<file path="src/rtl/lcs_pkg.sv">
package lcs_pkg;
   typedef enum logic [1:0] {
      ST_IDLE = 2'd0,
      ST_LANE = 2'd1,
      ST_RATE = 2'd2
   } lcs_state_t;
endpackage

</file>
<file path="src/rtl/lcs_bpp.sv">
module lcs_bpp #(
   parameter int BPC_W = 4,
   parameter int BPP_W = BPC_W + 2
) (
   input  logic [BPC_W-1:0] bpc,
   output logic [BPP_W-1:0] bpp
);
   // unknown depth defaults to 8 bits per colour
   always_comb begin
      if (bpc == '0) bpp = BPP_W'(24);
      else           bpp = BPP_W'(bpc) * BPP_W'(3);
   end
endmodule

</file>
<file path="src/rtl/lcs_fit.sv">
module lcs_fit #(
   parameter int PIX_W  = 20,
   parameter int BPP_W  = 6,
   parameter int RATE_W = 20,
   parameter int CNT_W  = 4,
   parameter int PROD_W = RATE_W + CNT_W + 3
) (
   input  logic [PIX_W-1:0]  pix,
   input  logic [BPP_W-1:0]  bpp,
   input  logic [RATE_W-1:0] rate,
   input  logic [CNT_W-1:0]  lanes,
   output logic              fits
);
   // p <= floor(X / bpp)  <=>  p * bpp <= X  for integer p
   logic [PROD_W-1:0] need, have;
   always_comb begin
      need = PROD_W'(pix) * PROD_W'(bpp);
      have = (PROD_W'(rate) * PROD_W'(lanes)) << 3;
      fits = (need <= have);
   end
endmodule

</file>
<file path="src/rtl/link_cfg_sel.sv">
module link_cfg_sel
   import lcs_pkg::*;
#(
   parameter int PIX_W   = 20,
   parameter int BPC_W   = 4,
   parameter int LANE_W  = 3,
   parameter int RATE_W  = 20,
   parameter int RATE_LO  = 162000,
   parameter int RATE_MID = 270000,
   parameter int RATE_HI  = 540000
) (
   input  logic              clk,
   input  logic              rst_n,
   input  logic              start,
   input  logic [PIX_W-1:0]  pix_khz,
   input  logic [BPC_W-1:0]  bpc,
   input  logic [LANE_W-1:0] sink_lanes,
   input  logic [RATE_W-1:0] sink_rate,
   input  logic              fast_cap,
   input  logic              bridge_fix,
   output logic              busy,
   output logic              done,
   output logic [LANE_W:0]   lanes,
   output logic [RATE_W-1:0] rate,
   output logic              mode_ok
);
   localparam int BPP_W  = BPC_W + 2;
   localparam int CNT_W  = LANE_W + 1;
   localparam int PROD_W = RATE_W + CNT_W + 3;
   localparam logic [RATE_W-1:0] R_LO  = RATE_W'(RATE_LO);
   localparam logic [RATE_W-1:0] R_MID = RATE_W'(RATE_MID);
   localparam logic [RATE_W-1:0] R_HI  = RATE_W'(RATE_HI);

   if (BPC_W < 3) begin : g_bad_bpc
      $error("BPC_W must hold at least 3 bits so that 24 bpp fits");
   end
   if (RATE_HI >= (1 << RATE_W)) begin : g_bad_rate
      $error("RATE_W too narrow for the top standard rate");
   end
   if (!(RATE_LO < RATE_MID && RATE_MID < RATE_HI)) begin : g_bad_order
      $error("standard rates must be strictly increasing");
   end

   lcs_state_t        st;
   logic [PIX_W-1:0]  pix_q;
   logic [BPP_W-1:0]  bpp_q, bpp_in;
   logic [LANE_W-1:0] maxl_q;
   logic [RATE_W-1:0] maxr_q;
   logic              cap_q, fix_q;
   logic [CNT_W-1:0]  cand_l;
   logic [1:0]        ridx;
   logic [RATE_W-1:0] cand_r, try_r;
   logic              fits;

   lcs_bpp #(.BPC_W(BPC_W), .BPP_W(BPP_W)) u_bpp (
      .bpc (bpc),
      .bpp (bpp_in)
   );

   always_comb begin
      case (ridx)
         2'd0:    cand_r = R_LO;
         2'd1:    cand_r = R_MID;
         default: cand_r = R_HI;
      endcase
      try_r = (st == ST_LANE) ? maxr_q : cand_r;
   end

   lcs_fit #(
      .PIX_W(PIX_W), .BPP_W(BPP_W), .RATE_W(RATE_W),
      .CNT_W(CNT_W), .PROD_W(PROD_W)
   ) u_fit (
      .pix   (pix_q),
      .bpp   (bpp_q),
      .rate  (try_r),
      .lanes (cand_l),
      .fits  (fits)
   );

   assign busy = (st != ST_IDLE);

   always_ff @(posedge clk or negedge rst_n) begin
      if (!rst_n) begin
         st      <= ST_IDLE;
         pix_q   <= '0;
         bpp_q   <= '0;
         maxl_q  <= '0;
         maxr_q  <= '0;
         cap_q   <= 1'b0;
         fix_q   <= 1'b0;
         cand_l  <= '0;
         ridx    <= '0;
         done    <= 1'b0;
         lanes   <= '0;
         rate    <= '0;
         mode_ok <= 1'b0;
      end else begin
         done <= 1'b0;
         case (st)
            ST_IDLE: begin
               if (start) begin
                  pix_q  <= pix_khz;
                  bpp_q  <= bpp_in;
                  maxl_q <= sink_lanes;
                  maxr_q <= sink_rate;
                  cap_q  <= fast_cap;
                  fix_q  <= bridge_fix;
                  cand_l <= CNT_W'(1);
                  ridx   <= '0;
                  st     <= ST_LANE;
               end
            end
            ST_LANE: begin
               if (fits || (cand_l >= {1'b0, maxl_q})) begin
                  if (fix_q) begin
                     lanes   <= cand_l;
                     rate    <= R_MID;
                     mode_ok <= 1'b1;
                     done    <= 1'b1;
                     st      <= ST_IDLE;
                  end else begin
                     ridx <= '0;
                     st   <= ST_RATE;
                  end
               end else begin
                  cand_l <= cand_l << 1;
               end
            end
            ST_RATE: begin
               if (fits) begin
                  lanes   <= cand_l;
                  rate    <= cand_r;
                  mode_ok <= !((cand_r == R_HI) && !cap_q);
                  done    <= 1'b1;
                  st      <= ST_IDLE;
               end else if ((ridx == 2'd2) || ((ridx == 2'd1) && !cap_q)) begin
                  lanes   <= cand_l;
                  rate    <= maxr_q;
                  mode_ok <= !((maxr_q == R_HI) && !cap_q);
                  done    <= 1'b1;
                  st      <= ST_IDLE;
               end else begin
                  ridx <= ridx + 2'd1;
               end
            end
            default: st <= ST_IDLE;
         endcase
      end
   end
endmodule

</file>
<file path="config.mk">
export PLATFORM = sky130hd
export DESIGN_NAME = link_cfg_sel
export DESIGN_NICKNAME = d
export VERILOG_FILES = /design/src/rtl/lcs_pkg.sv /design/src/rtl/lcs_bpp.sv /design/src/rtl/lcs_fit.sv /design/src/rtl/link_cfg_sel.sv
export SDC_FILE = /design/constraint.sdc
export NUM_CORES = 1
export LEC_CHECK = 0
export ABC_CLOCK_PERIOD_IN_PS = 16670
export BUFFER_PORTS_ARGS = -buffer_cell sky130_fd_sc_hd__buf_2
export CAP_MARGIN = 40
export CELL_PAD_IN_SITES_DETAIL_PLACEMENT = 0
export CELL_PAD_IN_SITES_GLOBAL_PLACEMENT = 2
export CORE_MARGIN = 10
export CORE_UTILIZATION = 38
export DETAILED_ROUTE_END_ITERATION = 8
export GPL_TIMING_DRIVEN = 0
export PLACE_DENSITY_LB_ADDON = 0.1
export SLEW_MARGIN = 10
export SYNTH_ARGS = -nofsm -noshare
export SYNTH_HDL_FRONTEND = slang
export SYNTH_SLANG_ARGS = --single-unit
</file>
<file path="constraint.sdc">
create_clock -name clk -period 16.67 [get_ports clk]
set_input_delay 2.5005 -clock clk [delete_from_list [all_inputs] [get_ports clk]]
set_output_delay 2.5005 -clock clk [all_outputs]
set_load 0.02 [all_outputs]
</file>
==> results of run 1 <==
## worst min-delay path, delay by kind of cell (launching register included)
| kind | cells | cell delay, ps |
|---|---|---|
| flops | 1 | 340 |
| simple gates | 2 | 110 |
## per-layer routing
metal  part of all wire [%]  wire [um]  up-vias  global-route usage, %
met5                      0          0        -                      0
met4                   0.72        199        0                   2.73
met3                    3.5        976       14                   2.14
met2                     43      12000      134                   24.8
met1                     53      14600     4079                   24.5
li1                       -          -     4017                      -
## flip-flops by register name, summed over array words and instances (netlist names)
register  flops
done          1
ridx          2
fix_q         1
pix_q        20
st            2
maxl_q        3
cand_l        4
bpp_q         6
cap_q         1
lanes         4
rate         20
mode_ok       1
maxr_q       20
## metrics by stage
stage          worst slack, ps  instance area, um2  util [%]  hold WS [ps]  instances
2_1_floorplan             9350               10500         -           487       1165
3_3_place_gp              7150               11400      42.1           450       1615
3_5_place_dp              7160               11400      42.2           454       1617
4_1_cts                   7090               11700      43.3           476       1633
5_1_grt                   6330               11700      43.3           491       1633
6_report                  6980               11700      43.3           475       1635
## final timing paths
check,start,to,slack (ps),cells after the start
setup / recovery,st[1],rate[6],6980,32
hold / removal,lanes[1],lanes[1],480,2
setup reg to reg,st[1],rate[6],6980,32
hold reg to reg,lanes[1],lanes[1],480,2
max in group asynchronous,rst_n,maxr_q[13],13950,2
min in group asynchronous,rst_n,bpp_q[4],2070,1
## cell type report
| type | count | area (um2) | area share (%) |
|---|---|---|---|
| repair buffers | 80 | 424 | 3.61 |
| clock buffers | 9 | 225 | 1.92 |
| plain buffers | 44 | 178 | 1.51 |
| well taps | 372 | 465 | 3.97 |
| clock inverters | 7 | 75.1 | 0.640 |
| inverters | 164 | 616 | 5.24 |
| diodes | 2 | 5.00 | 0.0426 |
| flip-flops and latches | 85 | 2130 | 18.1 |
| multi-input cells | 872 | 7620 | 64.9 |
## kinds of logic (layout without fill, tap and decap cells)
kind of cell | count (synthesis) | in the layout | synth area share, %
AOI/OAI and AO/OA | 193 | 193 | 11.8
buffers and inverters | 208 | 304 | 7.52
DFF | 85 | 85 | 20.2
muxes | 46 | 46 | 4.85
other | 0 | 2 | 0
xor gates and xnor gates | 40 | 40 | 3.32
adders and majority gates | 213 | 213 | 33.1
and+or+nand+nor | 380 | 380 | 19.2
## synth_stat cells, types with 5 or more instances
cell type  count  area (um2)
inv_1        164         616
and2_1       145         907
fa_1         110        2200
nand2_1      104         390
ha_1         103        1290
dfrtp_1       85        2130
a21oi_1       46         230
mux2_2        41         462
o21ai_0       39         195
clkbuf_1      33         124
a21o_1        29         218
nand3_1       28         140
nor2_1        26        97.6
xnor2_1       26         228
and3_1        21         131
o21ai_1       15        75.1
xor2_1        14         123
nor3_1        12        60.1
nand2b_1       9        56.3
a31oi_1        8        50.1
nor2b_1        8        50.1
buf_2          7        35.0
nand4_1        7        43.8
a211oi_1       6        45.0
o21a_1         6        45.0
o21bai_1       6        45.0
mux2i_1        5        50.1
nand3b_1       5        37.5
o31ai_1        5        37.5
==> impl_metrics.tcl, run 1 <==
set metrics [dict create \
    status "finished clean" \
    synth_cell_types 61 \
    arrival_ps 9980 \
    drive_above_1_share_pct 12.2 \
    dr.pass1.iters 5 \
    die_w_um 187 \
    rsz0062_at_grt "no" \
    vias_per_cell 5.04 \
    wl_mm 27.8 \
    cp-end-kind "register" \
    final-setup-viol-count 0 \
    numCtsBuffers 9 \
    cp_data_required_time_ps 16960 \
    fmax_mhz 103 \
    cts_sinks 85 \
    start_util_pct 38.9 \
    drtIter0Drc 413 \
    critPathTopFamily "compound AO/OA/AOI/OAI gates" \
    hold_viol 0 \
    drc 0 \
    max_slew_margin_pct 44.4 \
    tightest_slew_ps 823 \
    grt_pass1_vias 8837 \
    clock_path_buffers 2 \
    cp_num_buf_inv 7 \
    boundaryPins 79 \
    path_common_cell "clkbuf_1" \
    antenna_found_initial 1 \
    grt_max_degree 61 \
    syn-num-nets 1430 \
    layout_common_cells "164 x inv_1, 145 x and2_1, 110 x fa_1, 104 x nand2_1, 103 x ha_1" \
    cts-root-buf "clkbuf_16" \
    coreArea_um2 27100 \
    io_buffers 78 \
    critPathLaunchType "register" \
    synth_edf_count 0 \
    tns_ps 0 \
    clk_pin_slew_ps 80 \
    drv_slew 0 \
    netlist_area_um2 10500 \
    ys_seq_area_share_pct 20.2 \
    final_common_cell "inv_1" \
    syn2layout_area_growth_pct 11.3 \
    critPathMaxFanout 10 \
    critPathKind "register to register" \
    synth-async-reset-ratio_pct 100 \
    die_h_um 187 \
    crit_path_max_incr_delay_ps 680 \
    gp_congestion 0.818 \
    avgRoutedWirePerCell_um 17.0 \
    fin_skew_ps 14.6 \
    clk_latency_ps 360 \
    avgSynthCellArea_um2 9.05 \
    cts_tree "built" \
    place_hpwl_mm 23.0 \
    antenna_left 0 \
    htree_levels 3 \
    nFillCells 2753 \
    grt-ovfl-total 0 \
    ctsHoldBuffers 0 \
    fin_crit_ps 9690 \
    syn-instance-count 1165 \
    dieArea_um2 34800 \
    grt_usage_pct 16.4 \
    num_rows 60 \
    yosys_warnings 0 \
    cts_resized 0 \
    hp-class "register to register" \
    synth_seq_cells 85 \
    min_period_over_period_pct 58.1 \
    maxCapViolations 0 \
    nets 1521 \
    synth_flop_cell "dfrtp_1" \
    num_vias 8244 \
    post-cts-setup-buffers 0 \
    cp_slowest_cell "o41ai_1" \
    grt_pass1_wl_mm 47.2 \
]
Power of run 1 is left out: the tool's default activity adds up to more than one toggle a clock period on the data nets, which glitch-free logic cannot reach.
==> run 2: changes to the inputs <==
--- a/config.mk
+++ b/config.mk
@@ -5,7 +5,7 @@
 export SDC_FILE = /design/constraint.sdc
 export NUM_CORES = 1
 export LEC_CHECK = 0
-export ABC_CLOCK_PERIOD_IN_PS = 16670
+export ABC_CLOCK_PERIOD_IN_PS = 9100
 export BUFFER_PORTS_ARGS = -buffer_cell sky130_fd_sc_hd__buf_2
 export CAP_MARGIN = 40
 export CELL_PAD_IN_SITES_DETAIL_PLACEMENT = 0
==> constraint.sdc (replaced) <==
create_clock -name clk -period 9.1 [get_ports clk]
set_input_delay 1.365 -clock clk [delete_from_list [all_inputs] [get_ports clk]]
set_output_delay 1.365 -clock clk [all_outputs]
set_load 0.02 [all_outputs]
==> run 2 against run 1 <==
Against the previous run:
- cell area up 0.20%
- cell count is 0.18% lower
- clock-buffer cell count unchanged
- global-route usage about the same
- sequential cell count unchanged
- wire length about the same
- maximum frequency grew 14%
- clock skew is 0.64 ps higher
- non-clock buffer count is 1 lower
- critical endpoint is now rate[8]
- largest cell class unchanged
==> impl_metrics.tcl, run 2 (same netlist as run 1, synthesis figures left out) <==
set metrics [dict create \
    rsz0062_at_grt "no" \
    critPathKind "register to register" \
    dp_slack_ps -405 \
    boundaryPins 79 \
    drtIter0Drc 402 \
    grt_max_degree 61 \
    grt-ovfl-total 0 \
    clk_latency_ps 360 \
    fin_skew_ps 15.3 \
    tns_ps 0 \
    clk_pin_slew_ps 80 \
    hp-class "register to register" \
    num_vias 8231 \
    whs_path_depth 2 \
    cts_sinks 85 \
    post-cts-setup-buffers 0 \
    fin_crit_ps 8510 \
    wl_mm 27.8 \
    gp_congestion 0.818 \
    numCtsBuffers 9 \
    cp_slowest_cell "a2111oi_1" \
    cp-end-kind "register" \
    place_hpwl_mm 23.0 \
    coreArea_um2 27100 \
    vias_per_cell 5.04 \
    path_common_cell "a21o_1" \
    drv_slew 0 \
    dieArea_um2 34800 \
    drive_above_1_share_pct 12.6 \
    fmax_mhz 117 \
    final.setup.worst_slack_ps 589 \
    reg2reg_depth 27 \
    dr.pass1.iters 5 \
    start_util_pct 38.9 \
    reg_top3 "maxr_q: 20 flops, pix_q: 20 flops, rate: 20 flops" \
    grt_pass1_wl_mm 47.3 \
    nets 1520 \
    cts_tree "built" \
    final_common_cell "inv_1" \
    maxCapViolations 0 \
    clock_path_buffers 2 \
    tightest_slew_ps 826 \
    final-setup-viol-count 0 \
    status "finished clean" \
    instances_no_fill 1632 \
    critPathMaxFanout 10 \
    arrival_ps 8820 \
    ctsHoldBuffers 0 \
    die_h_um 187 \
    hold_viol 0 \
    nFillCells 2750 \
    multiInputGateArea_um2 7650 \
    drc 0 \
    cp_data_required_time_ps 9410 \
    seqCellArea_um2 2130 \
    antenna_left 0 \
    cts-root-buf "clkbuf_16" \
    htree_levels 3 \
    min_period_over_period_pct 93.5 \
    crit_path_max_incr_delay_ps 630 \
    max_slew_margin_pct 44.9 \
    io_buffers 78 \
    diodes 0 \
    syn2layout_area_growth_pct 11.6 \
    place_inst 1617 \
    final_cell_area_um2 11800 \
    grt_usage_pct 16.4 \
    grt_pass1_vias 8842 \
    antenna_found_initial 0 \
    num_rows 60 \
    die_w_um 187 \
    avgRoutedWirePerCell_um 17.0 \
    critPathLaunchType "register" \
    layout_common_cells "164 x inv_1, 145 x and2_1, 110 x fa_1, 104 x nand2_1, 103 x ha_1" \
    placed_area_um2 11400 \
]
-- run 2: what timing repair did --
item | CTS | global route
gates resized for setup | 2 | 9
endpoints found under the setup margin | 34 | 34
cloned | 0 | 0
-- run 2: cell type report --
class	count	share of cell area [%]
plain buffers	43	1.52
clock buffers	9	1.91
clock inverters	7	0.638
inverters	164	5.23
multi-input cells	872	65.0
flip-flops and latches	85	18.1
well taps	372	3.96
repair buffers	80	3.61
-- run 2: worst paths after layout --
kind,start,endpoint,slack [ps]
max,bpp_q[4],rate[8],590
min,lanes[1],lanes[1],470
max reg2reg,bpp_q[4],rate[8],590
min reg2reg,lanes[1],lanes[1],470
max in group asynchronous,rst_n,maxr_q[13],7510
min in group asynchronous,rst_n,bpp_q[4],930
-- run 2: through the flow --
| step | util, % | hold slack (ps) |
|---|---|---|
| after detailed placement | 42.2 | 454 |
| after global routing | 43.4 | 491 |
| after global placement | 42.1 | 450 |
| after CTS | 43.3 | 476 |
| final | 43.4 | 475 |
| after floorplan | - | 487 |
-- run 2: worst max-delay path: cells and delay by family (launching register included) --
kind	cells	cell delay [ps]
AND/OR/NAND/NOR	5	1310
AO/OA/AOI/OAI	14	3820
XOR/XNOR	1	170
flip-flops	1	370
adder cells (fa/ha/maj)	5	2200
buffers and inverters	2	560
-- run 2: routing by layer --
metal,up-vias,GRT usage (%),wire [um]
met5,-,0,0
met4,0,2.73,184
met3,12,2.14,943
met2,135,24.9,12000
met1,4077,24.5,14600
li1,4007,-,-
Power of run 2 is left out for the same reason.
==> run 3: changes to the inputs <==
--- a/config.mk
+++ b/config.mk
@@ -6,13 +6,13 @@
 export NUM_CORES = 1
 export LEC_CHECK = 0
 export ABC_CLOCK_PERIOD_IN_PS = 9100
-export BUFFER_PORTS_ARGS = -buffer_cell sky130_fd_sc_hd__buf_2
 export CAP_MARGIN = 40
 export CELL_PAD_IN_SITES_DETAIL_PLACEMENT = 0
 export CELL_PAD_IN_SITES_GLOBAL_PLACEMENT = 2
 export CORE_MARGIN = 10
-export CORE_UTILIZATION = 38
+export CORE_UTILIZATION = 40
 export DETAILED_ROUTE_END_ITERATION = 8
+export DONT_BUFFER_PORTS = 1
 export GPL_TIMING_DRIVEN = 0
 export PLACE_DENSITY_LB_ADDON = 0.1
 export SLEW_MARGIN = 10
==> run 3 against run 2 <==
Against the previous run:
- via count shrank 4.7%
- non-clock buffer count shrank 79
- register-to-register slack better by 20 ps
- clock skew is 3.0 ps lower
- cell count decreased by 7.1%
- sequential share of layout area grew 0.78 points
- utilization about the same
- hold slack better by 49 ps
- first-iteration DRC count down 10%
- cell area decreased by 4.1%
- wire length decreased by 1.1%
- setup slack better by 21 ps
==> impl_metrics.tcl, run 3 (same netlist as run 1, synthesis figures left out) <==
set metrics [dict create \
    min_period_over_period_pct 93.3 \
    cts_sinks 85 \
    rsz0062_at_grt "no" \
    diodes 0 \
    fin_skew_ps 12.3 \
    final_cell_area_um2 11300 \
    maxCapViolations 0 \
    critPathMaxFanout 10 \
    start_util_pct 40.6 \
    arrival_ps 8790 \
    dr.pass1.iters 5 \
    num_rows 59 \
    reg2reg_depth 28 \
    avgRoutedWirePerCell_um 18.1 \
    ctsHoldBuffers 0 \
    met2WireLength_mm 12.3 \
    die_h_um 182 \
    max_slew_margin_pct 48.0 \
    critPathLaunchType "register" \
    reg_top3 "maxr_q: 20 flops, pix_q: 20 flops, rate: 20 flops" \
    wl_met1_mm 13.9 \
    antenna_found_initial 1 \
    fmax_mhz 118 \
    grt_pass1_vias 8552 \
    hp-class "register to register" \
    grt_usage_pct 17.0 \
    timing.rr.start "bpp_q[3]" \
    die_w_um 182 \
    nFillCells 2632 \
    htree_levels 3 \
    drv_slew 0 \
    clock_path_buffers 2 \
    status "finished clean" \
    drc 0 \
    place_hpwl_mm 22.6 \
    min_from "maxl_q[0]" \
    place_inst 1501 \
    layout_common_cells "164 x inv_1, 145 x and2_1, 110 x fa_1, 104 x nand2_1, 103 x ha_1" \
    final-setup-viol-count 0 \
    boundaryPins 79 \
    whs_path_depth 1 \
    routed.top_layer "met4" \
    num_vias 7845 \
    nets 1441 \
    grt-ovfl-total 0 \
    io_buffers 0 \
    hold_slack_ps 523 \
    cp-end-kind "register" \
    r2r_slack_ps 610 \
    antenna_left 0 \
    drtIter0Drc 360 \
    grt_max_degree 86 \
    wl_mm 27.5 \
    placed_area_um2 11000 \
    crit_path_max_incr_delay_ps 720 \
    drive_above_1_share_pct 6.69 \
    vias_per_cell 5.17 \
    tns_ps 0 \
    clk_latency_ps 370 \
    clk_pin_slew_ps 80 \
    final_common_cell "inv_1" \
    tightest_slew_ps 760 \
    min_to "maxl_q[0]" \
    cts-root-buf "clkbuf_16" \
    grt_pass1_wl_mm 45.9 \
    coreArea_um2 26000 \
    routed-wl-met3_mm 1.09 \
    instances_no_fill 1516 \
    numCtsBuffers 9 \
    cp_data_required_time_ps 9400 \
    gp_congestion 0.815 \
    cp_slowest_cell "a2111oi_0" \
    hold_viol 0 \
    cts_tree "built" \
    dieArea_um2 33300 \
    critPathKind "register to register" \
    fin_crit_ps 8490 \
    syn2layout_area_growth_pct 6.93 \
    r2r_end "rate[6]" \
]
run 3: routing by layer:
metal | GRT usage, % | vias to the layer above
met1 | 24.3 | 3897
met5 | 0 | -
met2 | 26.4 | 86
li1 | - | 3848
met4 | 3.25 | 0
met3 | 2.97 | 14
run 3: cell type report:
class                           count  area, um2  area share, %
Buffer                             43        178           1.58
Clock buffer                        9        225           2.00
Tap cell                          335        419           3.72
Clock inverter                      7       75.1          0.666
Sequential cell                    85       2130           18.9
Timing Repair Buffer                1       3.75         0.0333
Inverter                          164        616           5.46
Multi-Input combinational cell    872       7630           67.7
run 3: what timing repair did:
action | in CTS | in global routing
endpoints found under the setup margin | 34 | 34
setup buffers | 0 | 0
resized for setup | 2 | 4
run 3: through the flow:
step | setup WS, ps | utilization [%]
after floorplan | 1780 | -
after global placement | -331 | 42.2
after detailed placement | -296 | 42.2
after CTS | 99.5 | 43.4
after global routing | 21.5 | 43.4
final | 610 | 43.4
run 3: worst max-delay path, delay by kind of cell (launching register included):
family	cells	cell delay, ps
adders and majority gates	5	2210
xor gates and xnor gates	1	170
DFF	1	360
and+or+nand+nor	5	950
AOI/OAI and AO/OA	14	3910
buffers and inverters	3	810
run 3: how the worst max path moves through the flow:
| stage | endpoint | cells after the start | slack, ps | startpoint |
|---|---|---|---|---|
| finish | rate[6] | 28 | 610 | bpp_q[3] |
| global route | rate[6] | 31 | 20 | st[1] |
| CTS | rate[6] | 32 | 100 | st[1] |
| detailed placement | rate[6] | 32 | -300 | st[1] |
| global placement | rate[6] | 32 | -330 | st[1] |
| floorplan | rate[8] | 32 | 1780 | st[1] |
Power of run 3 is left out for the same reason.
